==> config.mk <==
export PLATFORM = sky130hd
export DESIGN_NAME = rx_lane_err_counter
export DESIGN_NICKNAME = d
export VERILOG_FILES = /design/src/rtl/rx_err_pkg.sv /design/src/rtl/rx_err_classify.sv /design/src/rtl/rx_err_popcount.sv /design/src/rtl/rx_err_sat_counter.sv /design/src/rtl/rx_lane_err_counter.sv
export SDC_FILE = /design/constraint.sdc
export NUM_CORES = 1
export LEC_CHECK = 0
export CAP_MARGIN = 5
export CORE_ASPECT_RATIO = 1.2
export CORE_UTILIZATION = 39
export DETAILED_ROUTE_END_ITERATION = 6
export GPL_TIMING_DRIVEN = 0
export PLACE_DENSITY = 0.86
export SLEW_MARGIN = 15
export SYNTH_ARGS = -nofsm -noshare
export SYNTH_HDL_FRONTEND = slang
export SYNTH_SLANG_ARGS = --single-unit
==> constraint.sdc <==
create_clock -name clk -period 8.8 [get_ports clk]
set_input_delay 1.76 -clock clk [delete_from_list [all_inputs] [get_ports clk]]
set_output_delay 1.76 -clock clk [all_outputs]
set_load 0.01 [all_outputs]
==> src/rtl/rx_err_pkg.sv <==
package rx_err_pkg;
  localparam int unsigned CTRL_W        = 32;
  localparam int unsigned CLR_BIT       = 0;
  localparam int unsigned MASK_DISP_BIT = 8;
  localparam int unsigned MASK_NIT_BIT  = 9;
  localparam int unsigned MASK_UK_BIT   = 10;
  localparam logic [4:0]  K28_LOW5      = 5'b11100;
  localparam int unsigned NUM_CLASSES   = 3;

  typedef struct packed {
    logic uk;
    logic nit;
    logic disp;
  } err_mask_t;

  function automatic int unsigned inc_width(input int unsigned octets);
    return $clog2(NUM_CLASSES * octets + 1);
  endfunction
endpackage

==> src/rtl/rx_err_classify.sv <==
module rx_err_classify
  import rx_err_pkg::*;
#(
  parameter int unsigned OCTETS = 4
) (
  input  logic                  clk,
  input  logic                  rst_n,
  input  logic                  count_en,
  input  err_mask_t             mask,
  input  logic [OCTETS-1:0]     disp_err,
  input  logic [OCTETS-1:0]     nit_err,
  input  logic [OCTETS-1:0]     is_ctrl,
  input  logic [8*OCTETS-1:0]   octet_data,
  output logic [3*OCTETS-1:0]   hits
);
  logic [OCTETS-1:0] disp_hit;
  logic [OCTETS-1:0] nit_hit;
  logic [OCTETS-1:0] uk_hit;

  for (genvar i = 0; i < OCTETS; i++) begin : g_oct
    logic [7:0] oct;
    logic       unexpected_k;
    assign oct          = octet_data[8*i +: 8];
    assign unexpected_k = is_ctrl[i] && (oct[4:0] != K28_LOW5);
    assign disp_hit[i]  = count_en && !mask.disp && disp_err[i];
    assign nit_hit[i]   = count_en && !mask.nit  && nit_err[i];
    assign uk_hit[i]    = count_en && !mask.uk   && unexpected_k;


    k28_never_flagged_chk: assert property (@(posedge clk) disable iff (!rst_n)
      (is_ctrl[i] && (octet_data[8*i +: 5] == K28_LOW5)) |-> !hits[3*i+2]);

    data_char_never_flagged_chk: assert property (@(posedge clk) disable iff (!rst_n)
      !is_ctrl[i] |-> !hits[3*i+2]);
  end

  for (genvar i = 0; i < OCTETS; i++) begin : g_pack
    assign hits[3*i +: 3] = {uk_hit[i], nit_hit[i], disp_hit[i]};
  end


  disp_mask_chk: assert property (@(posedge clk) disable iff (!rst_n)
    mask.disp |-> (disp_hit == '0));

  nit_mask_chk: assert property (@(posedge clk) disable iff (!rst_n)
    mask.nit |-> (nit_hit == '0));
endmodule

==> src/rtl/rx_err_popcount.sv <==
module rx_err_popcount
  import rx_err_pkg::*;
#(
  parameter int unsigned OCTETS = 4,
  localparam int unsigned N     = NUM_CLASSES * OCTETS,
  localparam int unsigned INC_W = inc_width(OCTETS)
) (
  input  logic             clk,
  input  logic             rst_n,
  input  logic [N-1:0]     hits,
  output logic [INC_W-1:0] total
);
  always_comb begin
    total = '0;
    for (int j = 0; j < N; j++) begin
      total = total + INC_W'(hits[j]);
    end
  end


  total_bound_chk: assert property (@(posedge clk) disable iff (!rst_n)
    total <= INC_W'(N));

  zero_total_chk: assert property (@(posedge clk) disable iff (!rst_n)
    (hits == '0) |-> (total == '0));
endmodule

==> src/rtl/rx_err_sat_counter.sv <==
module rx_err_sat_counter #(
  parameter int unsigned CNT_W = 32,
  parameter int unsigned INC_W = 4
) (
  input  logic             clk,
  input  logic             rst_n,
  input  logic             clr,
  input  logic [INC_W-1:0] inc,
  output logic [CNT_W-1:0] count
);
  localparam logic [CNT_W-1:0] MAX_CNT = '1;

  logic [CNT_W:0]   sum_wide;
  logic [CNT_W-1:0] next_cnt;

  always_comb begin
    sum_wide = {1'b0, count} + (CNT_W+1)'(inc);
    next_cnt = sum_wide[CNT_W] ? MAX_CNT : sum_wide[CNT_W-1:0];
  end

  always_ff @(posedge clk) begin
    if (!rst_n || clr) count <= '0;
    else               count <= next_cnt;
  end


  clear_chk: assert property (@(posedge clk) disable iff (!rst_n)
    clr |=> (count == '0));

  sat_hold_chk: assert property (@(posedge clk) disable iff (!rst_n)
    (!clr && count == MAX_CNT) |=> (count == MAX_CNT));

  no_wrap_chk: assert property (@(posedge clk) disable iff (!rst_n)
    !clr |=> (count >= $past(count)));

  step_bound_chk: assert property (@(posedge clk) disable iff (!rst_n)
    !clr |=> ((count - $past(count)) <= CNT_W'($past(inc))));
endmodule

==> src/rtl/rx_lane_err_counter.sv <==
module rx_lane_err_counter
  import rx_err_pkg::*;
#(
  parameter int unsigned OCTETS = 4,
  parameter int unsigned CNT_W  = 32,
  localparam int unsigned INC_W = inc_width(OCTETS)
) (
  input  logic                  clk,
  input  logic                  rst_n,
  input  logic                  beat_valid,
  input  logic [OCTETS-1:0]     disp_err,
  input  logic [OCTETS-1:0]     nit_err,
  input  logic [OCTETS-1:0]     is_ctrl,
  input  logic [8*OCTETS-1:0]   octet_data,
  input  logic                  cgs_phase,
  input  logic [CTRL_W-1:0]     ctrl_word,
  output logic [CNT_W-1:0]      err_count
);
  logic                     count_en;
  err_mask_t                mask;
  logic [3*OCTETS-1:0]      hits;
  logic [INC_W-1:0]         inc;

  assign count_en = beat_valid && !cgs_phase;
  assign mask     = '{uk:   ctrl_word[MASK_UK_BIT],
                      nit:  ctrl_word[MASK_NIT_BIT],
                      disp: ctrl_word[MASK_DISP_BIT]};

  rx_err_classify #(.OCTETS(OCTETS)) u_classify (
    .clk        (clk),
    .rst_n      (rst_n),
    .count_en   (count_en),
    .mask       (mask),
    .disp_err   (disp_err),
    .nit_err    (nit_err),
    .is_ctrl    (is_ctrl),
    .octet_data (octet_data),
    .hits       (hits)
  );

  rx_err_popcount #(.OCTETS(OCTETS)) u_popcount (
    .clk   (clk),
    .rst_n (rst_n),
    .hits  (hits),
    .total (inc)
  );

  rx_err_sat_counter #(.CNT_W(CNT_W), .INC_W(INC_W)) u_counter (
    .clk   (clk),
    .rst_n (rst_n),
    .clr   (ctrl_word[CLR_BIT]),
    .inc   (inc),
    .count (err_count)
  );


  cgs_hold_chk: assert property (@(posedge clk) disable iff (!rst_n)
    (cgs_phase && !ctrl_word[CLR_BIT]) |=> $stable(err_count));

  idle_hold_chk: assert property (@(posedge clk) disable iff (!rst_n)
    (!beat_valid && !ctrl_word[CLR_BIT]) |=> $stable(err_count));

  reset_zero_chk: assert property (@(posedge clk)
    !rst_n |=> (err_count == '0));
endmodule

==> impl_metrics.json <==
{
  "status": "complete, no violations",
  "startpoint": "cgs_phase",
  "htreeDepth": 2,
  "reg_top3": "u_counter.count (32)",
  "insertion_delay_ns": 0.29,
  "path_common_cell": "fa_1",
  "nets": 402,
  "rows": 28,
  "syn-num-nets": 324,
  "post-place-ws_ns": 0.9654,
  "synth_edf_count": 0,
  "vias": 1919,
  "clock-sinks": 32,
  "power_density_mw_per_mm2": 113.5,
  "die-area_sq_mm": 0.005428,
  "r2r-start": "u_counter.count[0]",
  "slowest_stage": "o31ai_2",
  "crit_family": "adder cells",
  "synthAdderAreaFrac": 0.1299,
  "hold_violations": 0,
  "critical_path.cell_chain": "clkdlybuf4s50_1 -> nand2b_1 -> nor2_1 -> and2_1 -> ha_1 -> inv_1 -> fa_1 -> fa_1 -> fa_1 -> fa_1 -> fa_1 -> xnor2_1 -> ha_1 -> nor2b_1 -> o31ai_2 -> nor4_2 -> nand2b_1 -> clkbuf_1 -> buf_2 -> a21oi_1",
  "clk_pin_slew_worst_paths_ns": 0.07,
  "grt_pass1_vias": 1896,
  "max_freq_mhz": 132.1,
  "synth_area_per_cell_sq_um": 8.786,
  "grt_first_pass_wirelength_microns": 7852,
  "muxShareOfSynthArea": 0,
  "setup.worst_path.class": "primary input to flop",
  "cpPeakStageDelay_ns": 0.65,
  "ys.flop_type": "dfxtp_1",
  "synthCells": 228,
  "dp_hpwl_microns": 3698,
  "clockBufferDepth": 2,
  "rsz0062_at_grt": "false",
  "antenna_cells": 0,
  "setup_ws_ns": 1.231,
  "leakagePower_nw": 0.9937,
  "cts_root_buf": "clkbuf_8",
  "cts_made_buffers": 5,
  "ios": 112,
  "ys_warn_count": 0,
  "cts-resized-gates": 0,
  "layout-drive-gt1-share": 0.05537,
  "tritoncts": "built",
  "tightest_slew_ns": 0.7954,
  "ys_seq_area_frac": 0.3198,
  "cts_hold_buf": 0,
  "r2r_cells": 10,
  "crit_required_ns": 8.95,
  "relSlewSlack": 0.4665,
  "largest_reg_flops": 32,
  "final_common_cell": "clkdlybuf4s50_1",
  "postRouteAntennaNets": 0,
  "vias_per_cell": 5.229,
  "hp-class": "flop to flop",
  "peakVddDrop_mv": 0.06114,
  "setup_violations": 0,
  "start_kind": "primary input",
  "post_drt_wl_per_cell_microns": 13.25,
  "synth_compound_area_frac": 0.1312,
  "grt-ovfl-total": 0,
  "crit_cells": 20,
  "final_cell_mix": "71 x clkdlybuf4s50_1, 32 x dfxtp_1, 29 x a21oi_1",
  "yosys.area_share.simple": 0.2667,
  "max-cap-violations": 0,
  "async_flop_share": 0,
  "synth_cell_types": 41,
  "mappedNetlistArea_sq_mm": 0.002003,
  "hold_start": "u_counter.count[28]",
  "syn2layout_area_growth_pct": 44.60,
  "drtPass1Iterations": 4,
  "remaining_drc_errors": 0,
  "path_max_fanout": 10,
  "maxSlewViolCount": 0,
  "antenna_found_initial": 0,
  "synth-xor-area-share": 0.1093,
  "grt_max_degree": 11,
  "postCtsSetupBuffers": 0,
  "finalCritPeriodShare": 0.8601,
  "post-route-min-period_ns": 7.569,
  "initial_core_util": 0.4055,
  "coreArea_sq_mm": 0.004940,
  "gp_congestion": 0.8548,
  "regMostFlops": "u_counter.count",
  "crit_arrival_ns": 7.72,
  "fp.dieW_microns": 67.43,
  "min_path_cells": 2,
  "synth_top_family_by_area": "simple AND/OR/NAND/NOR gates",
  "cp-end-kind": "flop",
  "finalSetupTns_ns": 0,
  "skew_ns": 0.008044,
  "grt.total_usage": 0.1905,
  "drt_wl_total_microns": 4864,
  "die_y_microns": 80.51,
  "buffer_ports.inserted": 71,
  "crit_buf_inv": 4,
  "whs_ns": 0.5153,
  "ys_ff_latch": 32,
  "detail_route.iter0.violations": 96
}
[per-layer routing]
metal  routed length (microns)  track usage  vias up
li1                          -            -      966
met1                      1974       0.2113      897
met2                      2654       0.3480       50
met3                       182      0.04403        6
met4                        52      0.05957        0
met5                         0            0        -
[through the flow]
| stage | utilization | instances | instance area, sq um | total power [mW] |
|---|---|---|---|---|
| 2_1_floorplan | - | 228 | 2003 | 0.1680 |
| 3_3_place_gp | 0.5646 | 359 | 2789 | 0.1899 |
| 3_5_place_dp | 0.5646 | 359 | 2789 | 0.1917 |
| 4_1_cts | 0.5864 | 367 | 2897 | 0.3309 |
| 5_1_grt | 0.5864 | 367 | 2897 | 0.3406 |
| 6_report | 0.5864 | 367 | 2897 | 0.3286 |
[cell usage after synthesis, drive strengths merged (2+ instances only)]
cell,instances,area [sq um]
dfxtp,32,640.6
a21oi,29,145.1
xnor2,19,166.4
inv,14,52.55
nand2,14,52.55
nor2,14,52.55
nand3,13,65.06
nor4,10,68.81
nand4,9,86.33
fa,8,160.2
ha,8,100.1
xor2,6,52.55
clkbuf,5,18.77
and3,4,25.02
and4,4,37.54
nand2b,4,25.02
nor2b,4,25.02
a31oi,3,18.77
and2,3,18.77
buf,3,15.01
nor3,2,10.01
nor3b,2,15.01
nor4b,2,17.52
o21ai,2,10.01
o31ai,2,20.02
or4,2,18.77
[worst paths after layout]
path	endpoint	slack (ns)
worst max-delay path	u_counter.count[18]	1.23
worst min-delay path	u_counter.count[28]	0.52
worst max register to register	u_counter.count[18]	6.00
worst min register to register	u_counter.count[28]	0.52
[cells by family (layout without fill, tap and decap cells)]
| logic type | after synthesis | count (layout) |
|---|---|---|
| DFF | 32 | 32 |
| buffers and inverters | 22 | 101 |
| AOI/OAI and AO/OA | 44 | 44 |
| xor gates and xnor gates | 25 | 25 |
| adders and majority gates | 16 | 16 |
| and+or+nand+nor | 89 | 89 |
[report_power, final]
group / internal, mW / leakage (nW) / switching, mW
clock network: 0.0840 / 0.0552 / 0.0565
logic: 0.0256 / 0.681 / 0.0156
registers: 0.146 / 0.258 / 0.000997
[cell type report]
class	count	area [sq um]
flip-flops and latches	32	640.6
clock inverters	2	35.03
inverters	14	52.55
repair buffers	71	710.7
multi-input cells	174	1276
clock buffers	6	72.57
well taps	60	75.07
plain buffers	8	33.78
fillers	427	2043
[tightest hold or removal path: cells and delay by family (launching register included)]
| family | cells | cell delay, ns |
|---|---|---|
| DFF | 1 | 0.34 |
| buffers and inverters | 1 | 0.07 |
| AOI/OAI and AO/OA | 1 | 0.06 |
Power figures use the tool's default switching activity.
